File: src/rtl/sccs_pkg.sv
package sccs_pkg;

  typedef struct packed {
    logic capture;
    logic clear;
  } ctrlStrobes_t;

endpackage

File: src/rtl/sccs_low_carry.sv
module sccs_low_carry #(
  parameter int LOW_W = 8
) (
  input  logic [LOW_W-1:0]   a,
  input  logic [LOW_W-1:0]   b,
  input  logic               cin,
  output logic [LOW_W/2:0]   pairCarry
);
  localparam int PAIRS = LOW_W / 2;

  assign pairCarry[0] = cin;

  for (genvar i = 0; i < PAIRS; i++) begin : g_cc
    logic gLo, pLo, gHi, pHi, gPair, pPair;
    assign gLo   = a[2*i] & b[2*i];
    assign pLo   = a[2*i] ^ b[2*i];
    assign gHi   = a[2*i+1] & b[2*i+1];
    assign pHi   = a[2*i+1] ^ b[2*i+1];
    assign gPair = gHi | (pHi & gLo);
    assign pPair = pHi & pLo;
    assign pairCarry[i+1] = gPair | (pPair & pairCarry[i]);
  end

endmodule

File: src/rtl/sccs_low_sum.sv
module sccs_low_sum #(
  parameter int LOW_W = 8
) (
  input  logic [LOW_W-1:0]   a,
  input  logic [LOW_W-1:0]   b,
  input  logic [LOW_W/2-1:0] pairCarryIn,
  output logic [LOW_W-1:0]   sum
);
  localparam int PAIRS = LOW_W / 2;

  for (genvar i = 0; i < PAIRS; i++) begin : g_so
    logic pLo, gLo, pHi, midCarry;
    assign pLo      = a[2*i] ^ b[2*i];
    assign gLo      = a[2*i] & b[2*i];
    assign pHi      = a[2*i+1] ^ b[2*i+1];
    assign midCarry = gLo | (pLo & pairCarryIn[i]);
    assign sum[2*i]   = pLo ^ pairCarryIn[i];
    assign sum[2*i+1] = pHi ^ midCarry;
  end

endmodule

File: src/rtl/sccs_high_select.sv
module sccs_high_select #(
  parameter int HIGH_W = 24
) (
  input  logic [HIGH_W-1:0] a,
  input  logic [HIGH_W-1:0] b,
  input  logic              cin,
  output logic [HIGH_W-1:0] sum,
  output logic              cout
);
  logic [HIGH_W:0] selCarry;

  assign selCarry[0] = cin;

  for (genvar i = 0; i < HIGH_W; i++) begin : g_csa
    logic sumIfZero, sumIfOne, carryIfZero, carryIfOne;
    assign sumIfZero   = a[i] ^ b[i];
    assign sumIfOne    = ~(a[i] ^ b[i]);
    assign carryIfZero = a[i] & b[i];
    assign carryIfOne  = a[i] | b[i];
    assign sum[i]        = selCarry[i] ? sumIfOne : sumIfZero;
    assign selCarry[i+1] = selCarry[i] ? carryIfOne : carryIfZero;
  end

  assign cout = selCarry[HIGH_W];

endmodule

File: src/rtl/sccs_datapath.sv
module sccs_datapath
  import sccs_pkg::*;
#(
  parameter int LOW_W   = 8,
  parameter int HIGH_W  = 24,
  parameter bit REG_OUT = 1'b0
) (
  input  logic                    clk,
  input  ctrlStrobes_t            strobes,
  input  logic [LOW_W+HIGH_W-1:0] opA,
  input  logic [LOW_W+HIGH_W-1:0] opB,
  input  logic                    cin,
  output logic [LOW_W+HIGH_W-1:0] sum,
  output logic                    cout
);
  localparam int N     = LOW_W + HIGH_W;
  localparam int PAIRS = LOW_W / 2;

  logic [PAIRS:0]  pairCarry;
  logic [N-1:0]    sumComb;
  logic            coutComb;
  logic [N-1:0]    sumQ;
  logic            coutQ;

  sccs_low_carry #(.LOW_W(LOW_W)) lowCarry_i (
    .a         (opA[LOW_W-1:0]),
    .b         (opB[LOW_W-1:0]),
    .cin       (cin),
    .pairCarry (pairCarry)
  );

  sccs_low_sum #(.LOW_W(LOW_W)) lowSum_i (
    .a           (opA[LOW_W-1:0]),
    .b           (opB[LOW_W-1:0]),
    .pairCarryIn (pairCarry[PAIRS-1:0]),
    .sum         (sumComb[LOW_W-1:0])
  );

  sccs_high_select #(.HIGH_W(HIGH_W)) highSel_i (
    .a    (opA[N-1:LOW_W]),
    .b    (opB[N-1:LOW_W]),
    .cin  (pairCarry[PAIRS]),
    .sum  (sumComb[N-1:LOW_W]),
    .cout (coutComb)
  );

  always_ff @(posedge clk) begin
    if (strobes.clear) begin
      sumQ  <= '0;
      coutQ <= 1'b0;
    end else if (strobes.capture) begin
      sumQ  <= sumComb;
      coutQ <= coutComb;
    end
  end

  assign sum  = REG_OUT ? sumQ  : sumComb;
  assign cout = REG_OUT ? coutQ : coutComb;

endmodule

File: src/rtl/sccs_ctrl.sv
module sccs_ctrl
  import sccs_pkg::*;
#(
  parameter bit REG_OUT = 1'b0
) (
  input  logic         rst,
  output ctrlStrobes_t strobes
);
  always_comb begin
    strobes.clear   = rst;
    strobes.capture = REG_OUT;
  end
endmodule

File: src/rtl/sccs_adder.sv
module sccs_adder
  import sccs_pkg::*;
#(
  parameter int LOW_W   = 8,
  parameter int HIGH_W  = 24,
  parameter bit REG_OUT = 1'b0
) (
  input  logic                    clk,
  input  logic                    rst,
  input  logic [LOW_W+HIGH_W-1:0] opA,
  input  logic [LOW_W+HIGH_W-1:0] opB,
  input  logic                    cin,
  output logic [LOW_W+HIGH_W-1:0] sum,
  output logic                    cout
);
  if ((LOW_W < 2) || (LOW_W % 2 != 0) || (HIGH_W < 1)) begin : g_badParams
    $error("sccs_adder: LOW_W must be even and >= 2, HIGH_W must be >= 1");
  end

  ctrlStrobes_t strobes;

  sccs_ctrl #(.REG_OUT(REG_OUT)) ctrl_i (
    .rst     (rst),
    .strobes (strobes)
  );

  sccs_datapath #(
    .LOW_W   (LOW_W),
    .HIGH_W  (HIGH_W),
    .REG_OUT (REG_OUT)
  ) dp_i (
    .clk     (clk),
    .strobes (strobes),
    .opA     (opA),
    .opB     (opB),
    .cin     (cin),
    .sum     (sum),
    .cout    (cout)
  );

endmodule

File: config.mk
export PLATFORM = sky130hd
export DESIGN_NAME = sccs_adder
export DESIGN_NICKNAME = d
export VERILOG_FILES = /design/src/rtl/sccs_pkg.sv /design/src/rtl/sccs_low_carry.sv /design/src/rtl/sccs_low_sum.sv /design/src/rtl/sccs_high_select.sv /design/src/rtl/sccs_datapath.sv /design/src/rtl/sccs_ctrl.sv /design/src/rtl/sccs_adder.sv
export SDC_FILE = /design/constraint.sdc
export NUM_CORES = 1
export LEC_CHECK = 0
export ABC_AREA = 1
export CAP_MARGIN = 20
export CORE_MARGIN = 2
export CORE_UTILIZATION = 25
export DETAILED_ROUTE_END_ITERATION = 12
export PLACE_DENSITY = 0.53
export SYNTH_ARGS = -nofsm -noshare
export SYNTH_HDL_FRONTEND = slang
export SYNTH_SLANG_ARGS = --single-unit
File: constraint.sdc
create_clock -name vclk -period 17.2
set_input_delay 3.44 -clock vclk [all_inputs]
set_output_delay 3.44 -clock vclk [all_outputs]
set_load 0.1 [all_outputs]
==> impl_metrics.yaml, run 1 <==
synthesis:
  ys_warn_count: 0
  synthesis.instances: 336
  synth_fp_nets: 463
  netlist_area_mm2: 0.00237
  ys_types: 13
  ys_seq_area_frac: 0
  syn_area_per_cell_um2: 7.06
timing:
  fin_tns_setup_ns: 0
  tightestPinTransition_ns: 1.01
  relSlewSlack: 0.323
  setup_viol: 0
  period_minus_slack_ns: 12.27
  fin_crit_sh: 0.713
  grt_setup_unrepaired: "false"
  max_freq_mhz: 81.5
  hold_violations: 0
  setup_slack_ns: 4.93
  slew_viol_final: 0
setup_path:
  cp.arrival_ns: 8.83
  cp-end-kind: "output pin"
  worst_path_most_repeated_cell: "nand2_2"
  cp_max_fo: 3
  cp-start-kind: "input pin"
  slowest_delay_ns: 1.13
  worst-setup-path-type: "input pin to output pin"
  slowest_stage: "clkdlybuf4s50_1"
  required_ns: 13.76
die:
  die_w_um: 101
  fp.coreArea_mm2: 0.00924
  pin_count: 100
  row_count: 35
  die_area_mm2: 0.0103
  die-height_um: 101
  start_util: 0.257
global_route:
  antenna_found_initial: 0
  grt_first_pass_wirelength_mm: 8.72
  grt_util_all_layers: 0.0976
  grt_max_degree: 4
  gr-total-overflow: 0
  grt_pass1_vias: 2190
flow_run:
  maxCapViolCount: 0
layout:
  layout_common_cells: "inv_1 (110), clkdlybuf4s50_1 (98), ha_1 (56)"
  clkbuf_count: 0
  postLayoutCellArea_mm2: 0.00352
  layout-drive-gt1-share: 0.200
  nets: 563
  layout_commonest_cell: "inv_1"
  fin_cells: 563
  seq_cells: 0
  fillers: 973
  area_growth_pct: 48.1
  multi_input_area_mm2: 0.00195
  seq_area_um2: 0
  diodes: 0
clock_tree:
  ctsResizeCount: 0
  cts_hold_buffers: 0
  postCtsSetupBuffers: 0
placed_design:
  preCtsSetupSlack_ns: 4.87
  placedCellCount: 563
  placedInstanceArea_mm2: 0.00352
  portBuffers: 98
  dp_hpwl_mm: 4.78
  finalWeightedCongestion: 0.757
run_status:
  status: "finished, final reports clean"
power_and_ir_drop:
  p_leak_nw: 1.87
  power_density_mw_per_mm2: 83.6
  vdd_drop_max_mv: 0.0415
route:
  drt_iter0_markers: 13
  avgRoutedWirePerCell_um: 8.90
  drc: 0
  drt_pass1_iterations: 4
  post_drt_via_cell_ratio: 3.91
  ant_nets: 0
  vias: 2200
  wl_mm: 5.01
worst_hold_path:
  hold_class: "input pin to output pin"
-- metrics by stage --
step                hold WS [ns]  power [mW]   util
floorplan                   7.43       0.227      -
global placement            8.51       0.294  0.381
detailed placement          8.51       0.295  0.381
CTS                         8.52       0.296  0.381
global route                8.56       0.310  0.381
finish                      8.51       0.294  0.381
-- power breakdown --
group	internal, mW	switching (mW)
Clock	0	0
Sequential	0	0
Combinational	0.0786	0.215
Total	0.0786	0.215
-- critical path: cells and delay by family --
family / cells / cell delay, ns
adder cells (fa/ha/maj): 1 / 0.30
AND/OR/NAND/NOR: 43 / 3.52
buffers and inverters: 2 / 1.57
-- final cells by class --
class / count / area share
Tap cell: 129 / 0.0459
Timing Repair Buffer: 98 / 0.279
Multi-Input combinational cell: 224 / 0.556
Inverter: 112 / 0.120
-- cell usage after synthesis --
master	count	area (µm²)
xor2_1	24	210
xnor2_1	3	26.3
nand3_4	1	17.5
a21oi_1	3	15.0
nand3_1	32	160
inv_2	2	7.51
fa_1	4	80.1
ha_1	56	701
nand3_2	41	410
inv_1	110	413
nand2_2	43	269
nor2_1	1	3.75
nand2_1	16	60.1
-- per-layer routing --
metal | GRT usage | vias up | wire length, µm
li1 | - | 1210 | -
met1 | 0.119 | 930 | 2190
met2 | 0.186 | 60 | 2420
met3 | 0.0193 | 0 | 404
met4 | 0 | 0 | 0
met5 | 0 | - | 0
-- worst paths after layout --
kind              startpoint       to  slack [ns]  depth (start not counted)
setup / recovery      opA[0]  sum[31]        4.93                         46
hold / removal       opB[14]  sum[14]        8.51                          5
-- cells by family (layout without fill, tap and decap cells) --
kind of cell,after synthesis,count (layout),share of synthesized area
xor+xnor,27,27,0.0996
fa+ha+maj,60,60,0.329
buf+inv,112,210,0.177
compound gates,3,3,0.00632
simple gates,134,134,0.388
Note: power is estimated with default switching activity, not from simulation.
==> run 2: changes to the inputs <==
--- a/config.mk
+++ b/config.mk
@@ -10,7 +10,7 @@
 export CORE_MARGIN = 2
 export CORE_UTILIZATION = 25
 export DETAILED_ROUTE_END_ITERATION = 12
-export PLACE_DENSITY = 0.53
+export PLACE_DENSITY = 0.55
 export SYNTH_ARGS = -nofsm -noshare
 export SYNTH_HDL_FRONTEND = slang
 export SYNTH_SLANG_ARGS = --single-unit
==> constraint.sdc (replaced) <==
create_clock -name vclk -period 11.25
set_input_delay 2.25 -clock vclk [all_inputs]
set_output_delay 2.25 -clock vclk [all_outputs]
set_load 0.1 [all_outputs]
==> run 2 against run 1 <==
Against the previous run:
- sequential share of layout area stayed put
- die area stayed put
- cell count stayed put
- via count is 2.1% higher
- combinational power is 53% higher
- sequential cell count stayed put
- critical path depth is 3 lower
- first-iteration DRC count is 130% higher
- global-route usage is 0.32 points higher
- setup slack worse by 3.5 ns
- clock-buffer cell count stayed put
==> impl_metrics.yaml, run 2 (synthesis gave the netlist of run 1 again) <==
clock_tree:
  postCtsSetupBuffers: 0
  ctsResizeCount: 0
  cts_hold_buffers: 0
timing:
  max_freq_mhz: 102
  tightestPinTransition_ns: 1.02
  hold_violations: 0
  setup_viol: 0
  grt_setup_unrepaired: "false"
  slew_viol_final: 0
  fin_crit_sh: 0.876
  period_minus_slack_ns: 9.85
  setup_slack_ns: 1.40
  relSlewSlack: 0.316
  fin_tns_setup_ns: 0
global_route:
  gr-total-overflow: 0
  grt_pass1_vias: 2288
  grt_max_degree: 4
  grt_first_pass_wirelength_mm: 8.96
  antenna_found_initial: 0
  grt_util_all_layers: 0.101
layout:
  layout_common_cells: "inv_1 (110), clkdlybuf4s50_1 (98), ha_1 (56)"
  diodes: 0
  fillers: 975
  seq_cells: 0
  clkbuf_count: 0
  layout_commonest_cell: "inv_1"
  area_growth_pct: 48.1
  nets: 563
  seq_area_um2: 0
  layout-drive-gt1-share: 0.200
route:
  wl_mm: 5.07
  drt_iter0_markers: 30
  avgRoutedWirePerCell_um: 9.01
  ant_nets: 0
  drc: 0
  vias: 2247
  post_drt_via_cell_ratio: 3.99
  drt_pass1_iterations: 4
power_and_ir_drop:
  p_switching_mw: 0.328
  p_comb_frac: 1.000
  p_leak_nw: 1.87
  seq_power_share: 0
  fin_total_pwr_mw: 0.449
  power_density_mw_per_mm2: 128
  power_frac_clock: 0
  intPower_mw: 0.120
  p_sw_frac: 0.732
  vdd_drop_max_mv: 0.0799
die:
  start_util: 0.257
  die-height_um: 101
  die_w_um: 101
  pin_count: 100
  fp.coreArea_mm2: 0.00924
  die_area_mm2: 0.0103
  row_count: 35
setup_path:
  slowest_stage: "clkdlybuf4s50_1"
  slowest_delay_ns: 1.15
  worst_path_most_repeated_cell: "nand2_2"
  worst-setup-path-type: "input pin to output pin"
  cp-end-kind: "output pin"
  cp_max_fo: 3
  cp-start-kind: "input pin"
  cp.arrival_ns: 7.60
  required_ns: 9.00
placed_design:
  portBuffers: 98
  preCtsSetupSlack_ns: 1.32
  dp_hpwl_mm: 4.84
  finalWeightedCongestion: 0.778
flow_run:
  maxCapViolCount: 0
run_status:
  status: "finished, final reports clean"
worst_hold_path:
  hold_class: "input pin to output pin"
## run 2: cell counts in the layout (fill, tap and decap cells not counted)
No cell type changed its count.
## run 2: path summary, 6_finish.rpt
check | from | depth (start not counted) | to | slack [ns]
max | opA[1] | 43 | sum[30] | 1.40
min | opB[17] | 5 | sum[17] | 6.13
## run 2: cell type report
| class | instances | area [µm²] | share of cell area |
|---|---|---|---|
| inverter | 112 | 420 | 0.120 |
| multi-input combinational | 224 | 1950 | 0.556 |
| tap | 129 | 161 | 0.0459 |
| timing repair buffer | 98 | 981 | 0.279 |
## run 2: per-layer routing
layer / vias up / global-route usage / part of all wire
met5: - / 0 / 0
met2: 51 / 0.214 / 0.53
met1: 988 / 0.112 / 0.41
li1: 1208 / - / -
met3: 0 / 0.00897 / 0.056
met4: 0 / 0 / 0
## run 2: critical path, delay by kind of cell
family | cells | cell delay, ns
buffers and inverters | 3 | 1.61
adder cells (fa/ha/maj) | 1 | 0.32
XOR/XNOR | 1 | 0.16
AND/OR/NAND/NOR | 38 | 3.25
## run 2: power groups by stage
| stage | sequential (mW) | combinational [mW] | clock [mW] |
|---|---|---|---|
| 2_1_floorplan | 0 | 0.347 | 0 |
| 3_3_place_gp | 0 | 0.448 | 0 |
| 3_5_place_dp | 0 | 0.452 | 0 |
| 4_1_cts | 0 | 0.453 | 0 |
| 5_1_grt | 0 | 0.473 | 0 |
| 6_report | 0 | 0.449 | 0 |
## run 2: stage by stage
| step | utilization | hold slack, ns | instance area [µm²] | cells |
|---|---|---|---|---|
| final | 0.381 | 6.13 | 3520 | 563 |
| after global routing | 0.381 | 6.18 | 3520 | 563 |
| after global placement | 0.381 | 6.12 | 3520 | 563 |
| after CTS | 0.381 | 6.14 | 3520 | 563 |
| after floorplan | - | 5.05 | 2370 | 336 |
| after detailed placement | 0.381 | 6.13 | 3520 | 563 |
